===== src/rtl/sop_array.sv =====
module sop_array #(
  parameter int N_IN = 8,
  parameter int N_IO = 10,
  parameter int N_PT = 32
) (
  input  logic            clk,
  input  logic            rst_n,
  input  logic            cfg_load,
  input  logic            cfg_read,
  input  logic            cfg_erase,
  input  logic            cfg_sdi,
  output logic            cfg_sdo,
  input  logic [N_IN-1:0] in_pins,
  input  logic [N_IO-1:0] io_in,
  output logic [N_IO-1:0] io_out,
  output logic [N_IO-1:0] io_oe
);
  localparam int N_SIG    = N_IN + N_IO;
  localparam int ROW      = 2 * N_SIG;
  localparam int N_TERM   = N_PT + N_IO;
  localparam int OR_BASE  = N_TERM * ROW;
  localparam int POL_BASE = OR_BASE + N_PT * N_IO;
  localparam int LOCK_BIT = POL_BASE + N_IO;
  localparam int CFG_W    = LOCK_BIT + 1;

  logic [CFG_W-1:0]  cfg;
  logic              lock_q, load_d;
  logic [N_SIG-1:0]  sig;
  logic [ROW-1:0]    lit;
  logic [N_TERM-1:0] pt;
  logic [N_IO-1:0]   sum;

  assign sig = {io_in, in_pins};

  genvar gs, gt, go, gk;
  generate
    for (gs = 0; gs < N_SIG; gs++) begin : g_lit
      assign lit[2*gs]   = ~sig[gs];
      assign lit[2*gs+1] =  sig[gs];
    end
    for (gt = 0; gt < N_TERM; gt++) begin : g_term
      assign pt[gt] = ~|(cfg[gt*ROW +: ROW] & lit);
    end
    for (go = 0; go < N_IO; go++) begin : g_or
      logic [N_PT-1:0] col;
      for (gk = 0; gk < N_PT; gk++) begin : g_bit
        assign col[gk] = cfg[OR_BASE + gk*N_IO + go];
      end
      assign sum[go] = |(col & pt[N_PT-1:0]);
    end
  endgenerate

  assign io_out  = sum ^ cfg[POL_BASE +: N_IO];
  assign io_oe   = (cfg_load | cfg_read) ? '0 : pt[N_PT +: N_IO];
  assign cfg_sdo = ~lock_q & cfg[0];

  always_ff @(posedge clk or negedge rst_n) begin
    if (!rst_n) begin
      cfg    <= '0;
      lock_q <= 1'b0;
      load_d <= 1'b0;
    end else begin
      load_d <= cfg_load;
      if (cfg_erase) begin
        cfg    <= '0;
        lock_q <= 1'b0;
      end else begin
        if (cfg_load)      cfg <= {cfg_sdi, cfg[CFG_W-1:1]};
        else if (cfg_read) cfg <= {cfg[0], cfg[CFG_W-1:1]};
        if (load_d && !cfg_load && cfg[LOCK_BIT]) lock_q <= 1'b1;
      end
    end
  end

  p_erase_clears_r10: assert property (@(posedge clk) disable iff (!rst_n)
    cfg_erase |=> (cfg == '0 && !lock_q));
  p_lock_sticky_r9: assert property (@(posedge clk) disable iff (!rst_n)
    (lock_q && !cfg_erase) |=> lock_q);
  p_load_shift_r6: assert property (@(posedge clk) disable iff (!rst_n)
    (cfg_load && !cfg_erase) |=> cfg[CFG_W-1] == $past(cfg_sdi));
  p_idle_hold_r6: assert property (@(posedge clk) disable iff (!rst_n)
    (!cfg_load && !cfg_read && !cfg_erase) |=> $stable(cfg));
  p_read_rotate_r8: assert property (@(posedge clk) disable iff (!rst_n)
    (cfg_read && !cfg_load && !cfg_erase) |=> cfg[CFG_W-1] == $past(cfg[0]));
endmodule


===== config.mk =====
export PLATFORM = sky130hd
export DESIGN_NAME = sop_array
export DESIGN_NICKNAME = d
export VERILOG_FILES = /design/src/rtl/sop_array.sv
export SDC_FILE = /design/constraint.sdc
export NUM_CORES = 2
export LEC_CHECK = 0
export BUFFER_PORTS_ARGS = -buffer_cell sky130_fd_sc_hd__buf_4
export CAP_MARGIN = 10
export CORE_MARGIN = 2
export CORE_UTILIZATION = 55
export DETAILED_ROUTE_END_ITERATION = 6
export GPL_ROUTABILITY_DRIVEN = 0
export PLACE_DENSITY = 0.83
export SKIP_LAST_GASP = 1
export SYNTH_ARGS = -nofsm -noshare
export SYNTH_HDL_FRONTEND = slang
export SYNTH_SLANG_ARGS = --single-unit

===== constraint.sdc =====
create_clock -name clk -period 3.4 [get_ports clk]
set_input_delay 0.68 -clock clk [delete_from_list [all_inputs] [get_ports clk]]
set_output_delay 0.68 -clock clk [all_outputs]
set_load 0.1 [all_outputs]

==> results.cfg <==
[outcome]
outcome = finished, violations left
violations = design-rule violations, negative setup slack

[floorplanning]
initial_core_util = 0.5545
fp.dieW_um = 398.3
core_area_um2 = 154200
die_h_um = 398.3
dieArea_um2 = 158700
rows = 144
num_io_pins = 45

[worst_hold_path]
worstHoldStart = cfg_sdi
hold_path_class = primary input to register

[sta]
rsz0062_at_grt = true
post-route-min-period_ps = 4073
clock_skew_ps = 27.85
post-route-period-util = 1.198
finalHoldViolations = 0
max_freq_mhz = 245.5
slew_violations = 0
fin_ws_ps = -672.5
setup_viol = 10
tightest_slew_ps = 1134
slew_headroom = 0.2443

[logic_synthesis]
synth_simple_gate_area_frac = 0.2111
yosys.area.top_type = dfrtp_1
synthTopCellsByArea = dfrtp_1 54%, nand2_1 16%, a21oi_1 11%
synth_mux_area_frac = 0.08288
yosys.area.top_type_share = 0.5398
synth-adder-area-share = 0
synthXorXnorAreaFrac = 0.001024
yosys_register_bits = 1845
synth_edf_count = 0
synth_compound_area_frac = 0.1284
syn_nets = 9718
synth_area_um2 = 85530
syn_avg_cell_area_um2 = 8.823
ys_warn_count = 0
synth_top_family_by_area = simple AND/OR/NAND/NOR gates
seq_area_frac_synth = 0.5398
async_flop_share = 1.000
synth_cells = 9694
synth_cell_types = 40
ys.flop_type = dfrtp_1

[global_routing]
grt_pass1_vias = 70660
grt.overflow.total = 0
use_met3 = 0.06596
busiest_layer = met2
grt_util_met1 = 0.4205
grt_pass1_wl_mm = 390.4
use_met2 = 0.4691
grt_start_max_net_pins = 233
antenna_found_initial = 2
track_usage = 0.3084

[critical_path]
cp-startpoint = cfg[977]
reg2reg_from = cfg[0]
start_kind = register
endpoint = io_out[3]
r2r_slack_ps = 2430
crit_fanout = 10
r2r_cells = 5
worst_ep_required_time_ps = 2720
crit_type = register to primary output
worstPathArrival_ps = 3390
reg2reg_to = cfg[1842]
cp-end-kind = primary output

[detailed_routing]
wl_per_cell_um = 20.86
avgViaCountPerCell = 6.183
finalWirelength_mm = 247.1
drc = 1
drt_pass1_iterations = 7
num_vias = 73250
final_antenna_net_count = 0
drt_iter0_markers = 10610

[final_layout]
final_layout_size_suffix_gt1_frac = 0.1067
regArea_um2 = 46180
fillers = 11310
fin_nets = 9690
syn_to_final_growth_pct = 15.26
stdcell_area_um2 = 98570
multiInputGateArea_um2 = 37600

[clocking]
cts_tree = yes
clk_latency_ps = 860
path_clk_slew_ps = 60
clockBufferDepth = 3
cts_made_buffers = 185
htreeDepth = 4
cts_sinks = 1845
cts_root_buffer = clkbuf_16

[power]
irDropWorstVdd_mv = 0.5028
power.density_nw_per_um2 = 457.0
p_leak_nw = 43.30

[placed_design]
dpl_cell_area_um2 = 90650
port_buffers = 44
post-dp-hpwl_mm = 154.2
place_worst_setup_slack_ps = -1062

[flow_run]
max-cap-violations = 0
## registers in the layout (all words and copies together), names as in the netlist
name / flops
cfg: 1843
load_d: 1
lock_q: 1
## worst min path at each step
| stage | to | slack [ps] | depth (start not counted) |
|---|---|---|---|
| 2_1_floorplan | cfg[0] | 380 | 0 |
| 3_3_place_gp | lock_q | 480 | 2 |
| 3_5_place_dp | lock_q | 500 | 2 |
| 4_1_cts | cfg[1842] | 70 | 3 |
| 5_1_grt | cfg[1842] | 110 | 3 |
| 6_report | cfg[1842] | 100 | 3 |
## routing by layer
layer	wire length (µm)	vias up
met5	27	-
met4	13340	4
met3	24620	833
met2	113600	3872
met1	95570	36050
li1	-	32490
## worst max-delay path: stages, from the launching register on
cell	delay, ps
dfrtp_1	420
mux2_2	220
a211oi_4	70
and3_1	230
a22oi_2	220
nand4_1	340
buf_4	270
nor4_4	270
buf_4	210
xnor2_4	120
buf_12	190
## layout by cell type (no fill, tap or decap), types with 9 or more instances in the layout
master,netlist,layout
a211oi_4,0,29
a21oi_1,1848,1848
a22oi_1,163,115
a22oi_2,0,48
and2_1,31,21
and2_4,0,9
and3_1,320,312
and4_4,7,30
buf_12,4,170
buf_4,14,315
buf_6,16,21
clkbuf_1,594,40
clkbuf_16,0,187
clkbuf_8,0,38
clkinv_2,0,34
dfrtp_1,1845,1837
inv_1,16,16
mux2_2,23,18
mux2_4,0,9
mux2i_1,671,658
nand2_1,3686,3686
nand4_1,178,178
nor2_1,13,12
nor3_4,0,33
nor4_4,1,13
xnor2_4,0,10
## power breakdown
part,internal (mW),leakage [nW],switching (mW),total (mW)
clock,11.5,2.95,8.86,20.3
combinational,0.651,14.6,2.10,2.75
sequential,22.0,25.8,0.00282,22.0
## synthesized netlist by cell type, drive strengths merged (33+ instances only)
library cell and count:
nand2 3686, a21oi 1848, dfrtp 1845, mux2i 671, clkbuf 595, and3 320
nand4 178, a22oi 163, buf 144, nor3 39, a211oi 33, and4 33
mux2 33
## per-stage QoR
stage	utilization	power (mW)	hold WS (ps)	cells	setup TNS, ps
after CTS	0.6372	45.10	66.38	11830	-5544
after global placement	0.5878	24.99	476.4	11420	-8446
after global routing	0.6391	46.17	109.5	11850	-6393
after detailed placement	0.5878	25.01	497.7	11420	-8604
after floorplan	-	23.71	384.4	9694	0
final	0.6391	45.05	96.73	11850	-5857
## cells by family after synthesis
kind of cell	Yosys count
buffers and inverters	756
AO/OA/AOI/OAI	2057
multiplexers	704
flip-flops	1845
AND/OR/NAND/NOR	4322
XOR/XNOR	10
## final cells by class
cell class              count  area share
repair buffers            517     0.06305
multi-input cells        7100      0.3814
clock inverters            57    0.006105
diodes                      1  0.00002539
well taps                2044     0.02594
inverters                  17   0.0006727
clock buffers             265     0.05430
flip-flops and latches   1845      0.4685
## timing repair
| action | in CTS | in global routing |
|---|---|---|
| setup buffers | 88 | 16 |
| endpoints found under the hold margin | 32 | 0 |
| endpoints found under the setup margin | 14 | 15 |
| gates cloned | 8 | 0 |
| gates resized for setup | 197 | 38 |
| pin swaps | 73 | 39 |
| hold buffers | 2 | 0 |
Power figures use the tool's default switching activity.
